**src/rtl/spi_txq_pkg.sv**
```systemverilog
package spi_txq_pkg;
  parameter int unsigned CMD_W = 16;
  parameter int unsigned DAT_W = 16;

  typedef struct packed {
    logic [CMD_W-1:0] cmd;
    logic [DAT_W-1:0] dat;
  } txq_entry_t;
endpackage

```
**src/rtl/spi_txq_store.sv**
```systemverilog
module spi_txq_store
  import spi_txq_pkg::*;
#(
  parameter int unsigned DEPTH = 4,
  parameter int unsigned PTR_W = 2
) (
  input  logic             clk_i,
  input  logic             rst_ni,
  input  logic             wr_en_i,
  input  logic [PTR_W-1:0] wr_idx_i,
  input  txq_entry_t       wr_data_i,
  input  logic [PTR_W-1:0] rd_idx_i,
  output txq_entry_t       rd_data_o
);
  txq_entry_t slot_q [DEPTH];

  for (genvar g = 0; g < DEPTH; g++) begin : g_slot
    always_ff @(posedge clk_i or negedge rst_ni) begin
      if (!rst_ni)                                      slot_q[g] <= '0;
      else if (wr_en_i && wr_idx_i == PTR_W'(g))        slot_q[g] <= wr_data_i;
    end
  end

  assign rd_data_o = slot_q[rd_idx_i];
endmodule

```
**src/rtl/spi_txq_ptrs.sv**
```systemverilog
module spi_txq_ptrs #(
  parameter int unsigned DEPTH = 4,
  parameter int unsigned PTR_W = 2,
  parameter int unsigned CNT_W = 3
) (
  input  logic             clk_i,
  input  logic             rst_ni,
  input  logic             single_i,
  input  logic             flush_i,
  input  logic             push_i,
  input  logic             pop_i,
  output logic             push_ok_o,
  output logic [PTR_W-1:0] wr_ptr_o,
  output logic [PTR_W-1:0] rd_ptr_o,
  output logic [CNT_W-1:0] count_o,
  output logic             full_o,
  output logic             full_nxt_o
);
  logic [CNT_W-1:0] eff_depth, count_q, count_d;
  logic [PTR_W-1:0] wr_q, rd_q, last_idx;
  logic             pop_ok;

  assign eff_depth  = single_i ? CNT_W'(1) : CNT_W'(DEPTH);
  assign last_idx   = PTR_W'(eff_depth - CNT_W'(1));
  assign full_o     = (count_q == eff_depth);
  assign push_ok_o  = push_i && !full_o && !flush_i;
  assign pop_ok     = pop_i && (count_q != '0) && !flush_i;
  assign count_d    = flush_i ? '0 : count_q + CNT_W'(push_ok_o) - CNT_W'(pop_ok);
  assign full_nxt_o = (count_d == eff_depth);

  function automatic logic [PTR_W-1:0] bump(input logic [PTR_W-1:0] p, input logic [PTR_W-1:0] lim);
    return (p == lim) ? '0 : p + PTR_W'(1);
  endfunction

  always_ff @(posedge clk_i or negedge rst_ni) begin
    if (!rst_ni) begin
      count_q <= '0;
      wr_q    <= '0;
      rd_q    <= '0;
    end else begin
      count_q <= count_d;
      if (flush_i) begin
        wr_q <= '0;
        rd_q <= '0;
      end else begin
        if (push_ok_o) wr_q <= bump(wr_q, last_idx);
        if (pop_ok)    rd_q <= bump(rd_q, last_idx);
      end
    end
  end

  assign wr_ptr_o = wr_q;
  assign rd_ptr_o = rd_q;
  assign count_o  = count_q;

  assert_count_bound_R3: assert property (@(posedge clk_i) disable iff (!rst_ni)
    count_q <= CNT_W'(DEPTH));
  assert_full_push_ignored_R4: assert property (@(posedge clk_i) disable iff (!rst_ni)
    (push_i && full_o && !pop_i && !flush_i) |=> ($stable(count_q) && $stable(wr_q)));
  assert_flush_clears_R10: assert property (@(posedge clk_i) disable iff (!rst_ni)
    flush_i |=> (count_q == '0 && rd_q == '0 && wr_q == '0));
  assert_single_bound_R11: assert property (@(posedge clk_i) disable iff (!rst_ni)
    single_i |-> count_q <= CNT_W'(1));
endmodule

```
**src/rtl/spi_txq_flags.sv**
```systemverilog
module spi_txq_flags (
  input  logic clk_i,
  input  logic rst_ni,
  input  logic full_i,
  input  logic full_nxt_i,
  input  logic dma_push_i,
  input  logic fill_clr_i,
  input  logic dma_sel_i,
  input  logic uflow_set_i,
  input  logic uflow_clr_i,
  output logic fill_o,
  output logic dma_req_o,
  output logic irq_o,
  output logic uflow_o
);
  logic fill_q, uflow_q;

  always_ff @(posedge clk_i or negedge rst_ni) begin
    if (!rst_ni) begin
      fill_q  <= 1'b1;
      uflow_q <= 1'b0;
    end else begin
      if (!full_nxt_i)                    fill_q <= 1'b1;
      else if (dma_push_i || fill_clr_i)  fill_q <= 1'b0;
      if (uflow_set_i)                    uflow_q <= 1'b1;
      else if (uflow_clr_i)               uflow_q <= 1'b0;
    end
  end

  assign fill_o    = fill_q;
  assign uflow_o   = uflow_q;
  assign dma_req_o = fill_q && dma_sel_i;
  assign irq_o     = fill_q && !dma_sel_i;

  assert_fill_when_room_R6: assert property (@(posedge clk_i) disable iff (!rst_ni)
    !full_i |-> fill_q);
  assert_req_exclusive_R8: assert property (@(posedge clk_i) disable iff (!rst_ni)
    $onehot0({dma_req_o, irq_o}));
  assert_uflow_sets_R9: assert property (@(posedge clk_i) disable iff (!rst_ni)
    uflow_set_i |=> uflow_q);
endmodule

```
**src/rtl/spi_txq.sv**
```systemverilog
module spi_txq
  import spi_txq_pkg::*;
#(
  parameter int unsigned DEPTH = 4,
  localparam int unsigned PTR_W = (DEPTH > 1) ? $clog2(DEPTH) : 1,
  localparam int unsigned CNT_W = $clog2(DEPTH + 1)
) (
  input  logic             clk_i,
  input  logic             rst_ni,
  input  logic             fifo_dis_i,
  input  logic             flush_i,
  input  logic             push_i,
  input  logic             push_dma_i,
  input  logic [CMD_W-1:0] push_cmd_i,
  input  logic [DAT_W-1:0] push_dat_i,
  input  logic             pop_i,
  output logic             pop_valid_o,
  output logic [CMD_W-1:0] pop_cmd_o,
  output logic [DAT_W-1:0] pop_dat_o,
  output logic [CNT_W-1:0] count_o,
  output logic [PTR_W-1:0] next_ptr_o,
  input  logic             fill_clr_i,
  input  logic             fill_dma_sel_i,
  output logic             fill_flag_o,
  output logic             fill_dma_req_o,
  output logic             fill_irq_o,
  input  logic             uflow_clr_i,
  output logic             uflow_flag_o
);
  logic             push_ok, full, full_nxt;
  logic [PTR_W-1:0] wr_ptr, rd_ptr;
  logic [CNT_W-1:0] count;
  txq_entry_t       wr_entry, head;

  assign wr_entry = '{cmd: push_cmd_i, dat: push_dat_i};

  spi_txq_ptrs #(.DEPTH(DEPTH), .PTR_W(PTR_W), .CNT_W(CNT_W)) u_ptrs (
    .clk_i, .rst_ni,
    .single_i   (fifo_dis_i),
    .flush_i,
    .push_i,
    .pop_i,
    .push_ok_o  (push_ok),
    .wr_ptr_o   (wr_ptr),
    .rd_ptr_o   (rd_ptr),
    .count_o    (count),
    .full_o     (full),
    .full_nxt_o (full_nxt)
  );

  spi_txq_store #(.DEPTH(DEPTH), .PTR_W(PTR_W)) u_store (
    .clk_i, .rst_ni,
    .wr_en_i   (push_ok),
    .wr_idx_i  (wr_ptr),
    .wr_data_i (wr_entry),
    .rd_idx_i  (rd_ptr),
    .rd_data_o (head)
  );

  spi_txq_flags u_flags (
    .clk_i, .rst_ni,
    .full_i      (full),
    .full_nxt_i  (full_nxt),
    .dma_push_i  (push_i && push_dma_i),
    .fill_clr_i,
    .dma_sel_i   (fill_dma_sel_i),
    .uflow_set_i (pop_i && (count == '0) && !flush_i),
    .uflow_clr_i,
    .fill_o      (fill_flag_o),
    .dma_req_o   (fill_dma_req_o),
    .irq_o       (fill_irq_o),
    .uflow_o     (uflow_flag_o)
  );

  assign pop_valid_o = (count != '0);
  assign pop_cmd_o   = head.cmd;
  assign pop_dat_o   = head.dat;
  assign count_o     = count;
  assign next_ptr_o  = rd_ptr;
endmodule

```
**config.mk**
```make
export PLATFORM = sky130hd
export DESIGN_NAME = spi_txq
export DESIGN_NICKNAME = d
export VERILOG_FILES = /design/src/rtl/spi_txq_pkg.sv /design/src/rtl/spi_txq_store.sv /design/src/rtl/spi_txq_ptrs.sv /design/src/rtl/spi_txq_flags.sv /design/src/rtl/spi_txq.sv
export SDC_FILE = /design/constraint.sdc
export NUM_CORES = 1
export LEC_CHECK = 0
export ABC_AREA = 0
export BUFFER_PORTS_ARGS = -buffer_cell sky130_fd_sc_hd__buf_2
export CORE_ASPECT_RATIO = 0.9
export CORE_MARGIN = 4
export CORE_UTILIZATION = 45
export DETAILED_ROUTE_END_ITERATION = 8
export PLACE_DENSITY = 0.65
export SYNTH_ARGS = -nofsm -noshare
export SYNTH_HDL_FRONTEND = slang
export SYNTH_SLANG_ARGS = --single-unit
```
**constraint.sdc**
```tcl
create_clock -name clk_i -period 2.9 [get_ports clk_i]
set_input_delay 0 -clock clk_i [delete_from_list [all_inputs] [get_ports clk_i]]
set_output_delay 0 -clock clk_i [all_outputs]
set_load 0.01 [all_outputs]
```
==> results of run 1 <==
## metal layers
layer	vias up	share of wire (%)	global-route usage (%)
li1	1665	-	-
met1	1963	46	22.8
met2	68	50	27.1
met3	14	3.0	3.84
met4	0	0.98	5.04
met5	-	0	0
## synthesized netlist by cell type
master / n / area share, %
nand3b_1: 1 / 0.11
nand3_1: 1 / 0.074
a21oi_1: 2 / 0.15
nor2b_1: 3 / 0.28
mux2i_1: 2 / 0.30
inv_1: 11 / 0.61
xnor3_1: 1 / 0.34
dfstp_2: 1 / 0.39
and4bb_2: 1 / 0.19
clkbuf_1: 5 / 0.28
or3_1: 2 / 0.19
dfrtp_1: 136 / 51
buf_6: 12 / 2.0
o311ai_0: 1 / 0.13
mux4_2: 32 / 11
fa_1: 1 / 0.30
o31ai_1: 1 / 0.11
nand2_1: 2 / 0.11
ha_1: 6 / 1.1
mux2_2: 8 / 1.3
nor4b_4: 1 / 0.35
and2_1: 1 / 0.093
a211o_1: 2 / 0.26
nor2_1: 4 / 0.22
nor4_4: 4 / 1.3
nand4bb_1: 1 / 0.17
buf_2: 4 / 0.30
nand4_1: 1 / 0.093
mux2_4: 120 / 27
a211oi_1: 1 / 0.11
a31o_2: 1 / 0.13
nand2b_1: 2 / 0.19
or4b_2: 1 / 0.15
xnor2_1: 1 / 0.13
a2111oi_0: 1 / 0.13
o32ai_1: 1 / 0.13
## worst paths after layout
path,start,endpoint,slack [ns],cells past startpoint
min in group asynchronous,rst_ni,u_store.slot_q[96],0.30,2
max in group asynchronous,rst_ni,u_ptrs.rd_ptr_o[0],1.70,3
worst min register to register,u_store.slot_q[103],u_store.slot_q[103],0.50,1
worst max register to register,u_ptrs.count_o[1],u_flags.fill_o,0.21,11
worst max-delay path,u_ptrs.count_o[1],u_flags.fill_o,0.21,11
worst min-delay path,fifo_dis_i,u_ptrs.wr_ptr_o[0],0.03,3
## power by group through the flow
stage | sequential (mW) | combinational, mW | clock, mW
6_report | 3.17 | 2.54 | 2.06
5_1_grt | 3.26 | 2.73 | 2.19
4_1_cts | 3.17 | 2.58 | 2.11
3_5_place_dp | 3.18 | 2.52 | 0
3_3_place_gp | 3.13 | 2.45 | 0
2_1_floorplan | 3.01 | 1.94 | 0
## registers in the layout, summed over array words and instances, names as in the netlist
name and count:
u_ptrs.rd_ptr_o 2, u_flags.fill_o 1, u_ptrs.count_o 3, u_store.slot_q 128, u_flags.uflow_o 1, u_ptrs.wr_ptr_o 2
## logic make-up after synthesis
| family | Yosys count |
|---|---|
| AOI/OAI and AO/OA | 10 |
| xor gates and xnor gates | 2 |
| adders and majority gates | 7 |
| buffers and inverters | 32 |
| DFF | 137 |
| muxes | 162 |
| and+or+nand+nor | 25 |
## layout make-up
class,instances,area (sq um)
clock buffer,24,502
clock inverter,8,67.6
fill,1147,6350
inverter,11,41.3
multi-input combinational,206,3080
sequential,137,3430
tap,198,248
timing repair buffer,139,940
## per-stage QoR
stage / std cells / hold WS [ns] / total power, mW / setup TNS, ns
after global routing: 723 / 0.0484 / 8.18 / 0
after floorplan: 375 / -0.296 / 4.95 / 0
after CTS: 723 / 0.000388 / 7.86 / 0
after detailed placement: 651 / 0.190 / 5.70 / -0.0756
final: 723 / 0.0295 / 7.78 / 0
after global placement: 651 / 0.182 / 5.58 / 0
## repair_timing
action,CTS,global route
pin swaps,1,0
hold endpoints to repair,242,0
hold buffers,39,0
endpoints found under the setup margin,1,1
setup buffers,1,0
gates resized for setup,0,2
## worst max-delay path: cells and delay by family (launching register included)
kind | cells | cell delay (ns)
fa+ha+maj | 3 | 0.90
simple gates | 3 | 0.62
flops | 1 | 0.39
compound gates | 1 | 0.30
buf+inv | 3 | 0.29
mux | 1 | 0.12
==> impl_metrics.py, run 1 <==
metrics = {
    "synth": {
        "syn-instance-count": 375,
        "ys_seq_area_share_pct": 51.1,
        "synth_top_family_by_area": "multiplexers",
        "syn_nets": 424,
        "synthMuxAreaShare_pct": 39.2,
        "ys_seq_elements": 137,
        "yosys_warnings": 0,
        "synth_compound_area_share_pct": 1.16,
        "netlist_area_sq_um": 6720,
        "synth_cell_type_count": 36,
        "yosys.area_share.simple_pct": 3.48,
        "synth_xor_area_share_pct": 0.466,
        "yosys.area_share.adder_pct": 1.42,
        "syn_avg_cell_area_sq_um": 17.9,
    },
    "floorplan": {
        "dieWidth_um": 137,
        "die-area_sq_um": 16900,
        "dieHeight_um": 124,
        "fp.coreArea_sq_um": 14700,
        "io_pins": 84,
        "rows": 42,
        "start_util_pct": 45.8,
    },
    "cells_and_area": {
        "area_delta_synth_final_pct": 23.7,
        "layout_common_cells": "dfrtp_1, mux2_4, buf_2",
        "drive_gt1_share_pct": 57.5,
        "stdcell_area_sq_um": 8310,
        "antenna_cells": 0,
        "final_common_cell": "dfrtp_1",
        "layout.nets": 561,
        "final_core_util_pct": 56.7,
    },
    "setup_path": {
        "start_kind": "flop",
        "cp.arrival_ns": 3.02,
        "path_cells": "buf_4 > and4bb_2 > or3_1 > ha_1 > inv_1 > ha_1 > inv_1 > fa_1 > nor2_1 > a2111oi_2 > mux2i_1",
        "cp_data_required_time_ns": 3.23,
        "worst_setup_path_end_kind": "flop",
        "critPathSlowestCell": "fa_1",
        "critPathKind": "flop to flop",
        "worst_path_largest_cell_delay_ns": 0.49,
        "path_max_fanout": 9,
    },
    "sta": {
        "drv_slew": 0,
        "max_freq_mhz": 372,
        "worstMarginPinSlew_ns": 1.00,
        "fin_crit_sh_pct": 92.7,
        "fin_skew_ns": 0.0124,
        "finalSetupViolations": 0,
        "setup_slack_ns": 0.212,
        "report.final.hold_viol_count": 0,
        "rsz0062_at_grt": "false",
        "slew_headroom_pct": 33.3,
        "finalCriticalPeriod_ns": 2.69,
    },
    "power": {
        "internal-power_mw": 5.67,
        "power.share.sequential_pct": 40.8,
        "p_sw_mw": 2.11,
        "leakage_nw": 3.77,
        "pwr-share-comb_pct": 32.7,
        "swShare_pct": 27.1,
        "pwr-share-clk_pct": 26.5,
        "ir_worst_vdd_mv": 0.442,
        "power-per-cell-area_nw_per_um2": 936,
    },
    "route": {
        "drc": 0,
        "totalWireLength_um": 13600,
        "drtIter0Drc": 152,
        "viasPerCell": 5.13,
        "drtPass1Iterations": 4,
        "ant_nets": 0,
        "vias": 3710,
        "routedWlPerCell_um": 18.9,
    },
    "global_route": {
        "antenna_found_initial": 0,
        "grt_pass1_wl_um": 21600,
        "grt.total_usage_pct": 16.8,
        "grt_max_degree": 109,
        "grt_pass1_vias": 4073,
        "grt_overflow_total": 0,
    },
    "clock_tree": {
        "path_clk_slew_ns": 0.06,
        "cts-root-buf": "clkbuf_16",
        "cts_htree_levels": 4,
        "clock_sinks": 137,
        "cts-buffers-inserted": 17,
        "clockBufferDepth": 2,
        "cts_tree": "done",
        "insertion_delay_ns": 0.41,
    },
    "status": {
        "status": "completed",
    },
    "placed_design": {
        "gp_congestion": 0.745,
        "portBuffers": 83,
        "post_dp_cell_area_sq_um": 7330,
        "dp_hpwl_um": 8460,
        "post-place-ws_ns": -0.0756,
    },
    "flow_run": {
        "maxCapViolCount": 0,
    },
    "min_path": {
        "hold_path_class": "primary input to flop",
    },
}
Note: power is estimated with default switching activity, not from simulation.
==> inputs of run 2 (changes only) <==
--- a/config.mk
+++ b/config.mk
@@ -12,6 +12,8 @@
 export CORE_UTILIZATION = 45
 export DETAILED_ROUTE_END_ITERATION = 8
 export PLACE_DENSITY = 0.65
+export REMOVE_ABC_BUFFERS = 1
 export SYNTH_ARGS = -nofsm -noshare
 export SYNTH_HDL_FRONTEND = slang
+export SYNTH_HIERARCHICAL = 1
 export SYNTH_SLANG_ARGS = --single-unit
==> run 2 against run 1 <==
Compared with the run above:
- the flow now finishes with violations (setup timing)
- largest cell class unchanged
- combinational power decreased by 14%
- worst hold slack got worse by 0.00078 ns
- routed wire length shrank 8.0%
- power down 7.8%
- global-route usage rose by 0.92 points
- flip-flop and latch count unchanged
- critical endpoint is now u_flags/fill_o
- via count shrank 1.5%
- critical path type unchanged
- highest routed layer unchanged
- sequential power is 4% lower
==> impl_metrics.py, run 2 <==
metrics = {
    "status": {
        "status": "finished, violations left",
        "violations": "setup timing",
    },
    "synth": {
        "netlist_area_sq_um": 6060,
        "syn_avg_cell_area_sq_um": 16.6,
        "yosys_warnings": 6,
        "syn-instance-count": 364,
    },
    "floorplan": {
        "die-area_sq_um": 15400,
        "dieHeight_um": 118,
        "rows": 39,
        "io_pins": 84,
        "dieWidth_um": 130,
        "start_util_pct": 46.9,
        "fp.coreArea_sq_um": 12900,
    },
    "route": {
        "drtPass1Iterations": 4,
        "drtIter0Drc": 87,
        "viasPerCell": 5.34,
        "routedWlPerCell_um": 18.3,
        "vias": 3654,
        "drc": 0,
        "ant_nets": 0,
        "totalWireLength_um": 12500,
    },
    "sta": {
        "max_freq_mhz": 344,
        "setup_slack_ns": -0.00848,
        "worstMarginPinSlew_ns": 0.742,
        "drv_slew": 0,
        "rsz0062_at_grt": "true",
        "report.final.hold_viol_count": 0,
        "whs_ns": 0.0287,
        "fin_skew_ns": 0.00942,
        "finalCriticalPeriod_ns": 2.91,
        "finalSetupViolations": 1,
        "slew_headroom_pct": 50.5,
        "fin_crit_sh_pct": 100,
    },
    "global_route": {
        "grt_pass1_vias": 4000,
        "grt.total_usage_pct": 17.7,
        "grt_max_degree": 82,
        "antenna_found_initial": 0,
        "grt_overflow_total": 0,
        "grt_pass1_wl_um": 20800,
    },
    "power": {
        "leakage_nw": 3.60,
        "power-per-cell-area_nw_per_um2": 924,
        "ir_worst_vdd_mv": 0.698,
    },
    "setup_path": {
        "reg2reg_depth": 12,
        "worstReg2RegEnd": "u_flags/fill_o",
        "cp.arrival_ns": 3.25,
        "cp_data_required_time_ns": 3.24,
        "crit_start": "u_ptrs/count_o[1]",
        "r2r_slack_ns": -0.008,
        "timing.rr.start": "u_ptrs/count_o[1]",
        "path_max_fanout": 3,
        "worst_setup_path_end_kind": "flop",
        "critPathKind": "flop to flop",
        "start_kind": "flop",
        "crit_end": "u_flags/fill_o",
    },
    "cells_and_area": {
        "drive_gt1_share_pct": 58.5,
        "final-seq-area_sq_um": 3430,
        "layout_common_cells": "dfrtp_1, mux2_2, buf_2",
        "layout.nets": 555,
        "layoutNonFillerInstCount": 684,
        "area_delta_synth_final_pct": 28.1,
        "antenna_cells": 0,
        "fillCellCount": 998,
        "final_common_cell": "dfrtp_1",
        "stdcell_area_sq_um": 7760,
        "largest_reg_flops": 128,
        "regMostFlops": "u_store/slot_q",
        "multi_input_area_sq_um": 2530,
    },
    "placed_design": {
        "post-place-ws_ns": -0.0701,
        "portBuffers": 83,
        "gp_congestion": 0.753,
        "dp_hpwl_um": 7920,
        "post_dp_cell_area_sq_um": 6770,
        "placed_cells": 610,
    },
    "min_path": {
        "hold_path_class": "primary input to flop",
    },
    "clock_tree": {
        "path_clk_slew_ns": 0.06,
        "clock_sinks": 137,
        "cts-buffers-inserted": 17,
        "cts_htree_levels": 4,
        "cts_tree": "done",
        "insertion_delay_ns": 0.42,
        "clockBufferDepth": 2,
        "cts-root-buf": "clkbuf_16",
    },
    "flow_run": {
        "maxCapViolCount": 0,
    },
}
run 2: cell count changes in the layout (fill, tap and decap cells not counted), moves of 4 or more:
cell and delta:
ha_1 -4, inv_1 -6, mux2_1 +4, mux2_2 +118, mux2_4 -120, nor4_4 -4
run 2: worst min-delay path by stage:
| stage | depth (start not counted) | from | to |
|---|---|---|---|
| 2_1_floorplan | 0 | rst_ni | u_flags/uflow_o |
| 3_3_place_gp | 1 | rst_ni | u_store/slot_q[75] |
| 3_5_place_dp | 1 | rst_ni | u_store/slot_q[107] |
| 4_1_cts | 4 | pop_i | u_ptrs/rd_ptr_o[1] |
| 5_1_grt | 4 | pop_i | u_ptrs/rd_ptr_o[1] |
| 6_report | 4 | pop_i | u_ptrs/rd_ptr_o[1] |
run 2: timing repair:
item | CTS | global route
resized for setup | 2 | 2
pin swaps | 2 | 3
setup buffers | 3 | 1
hold endpoints to repair | 215 | 0
cloned | 0 | 0
setup endpoints to repair | 1 | 1
hold buffers | 41 | 0
run 2: report_power, final:
part | internal, mW | switching (mW) | total (mW)
combinational | 1.37 | 0.814 | 2.18
sequential | 2.66 | 0.388 | 3.05
clock | 1.21 | 0.732 | 1.94
run 2: per-layer routing:
layer,wire length [um],vias up,global-route usage (%)
li1,-,1652,-
met1,5670,1917,23.8
met2,6060,69,27.4
met3,626,16,5.40
met4,182,0,5.84
met5,0,-,0
run 2: final cells by class:
type,instances,area share [%]
multi-input combinational,202,32.6
inverter,5,0.242
timing repair buffer,147,13.4
clock inverter,3,0.194
sequential,137,44.2
tap,164,2.64
clock buffer,26,6.69
run 2: per-stage QoR:
| step | power (mW) | setup TNS, ns | util (%) |
|---|---|---|---|
| 2_1_floorplan | 4.40 | -0.0725 | - |
| 3_3_place_gp | 5.06 | 0 | 52.3 |
| 3_5_place_dp | 5.19 | -0.0701 | 52.3 |
| 4_1_cts | 7.25 | 0 | 59.9 |
| 5_1_grt | 7.60 | -0.150 | 60.0 |
| 6_report | 7.17 | -0.00848 | 60.0 |
run 2: worst max-delay path, cell delays in order, from the launching register on:
cell and delay [ns]:
dfrtp_1 0.39, or4b_1 0.57, nand3_2 0.10, or2_2 0.11, ha_1 0.22, inv_1 0.06
ha_1 0.13, inv_1 0.05, fa_2 0.33, xnor3_1 0.21, or4_4 0.43, a21oi_2 0.16
o31ai_2 0.07
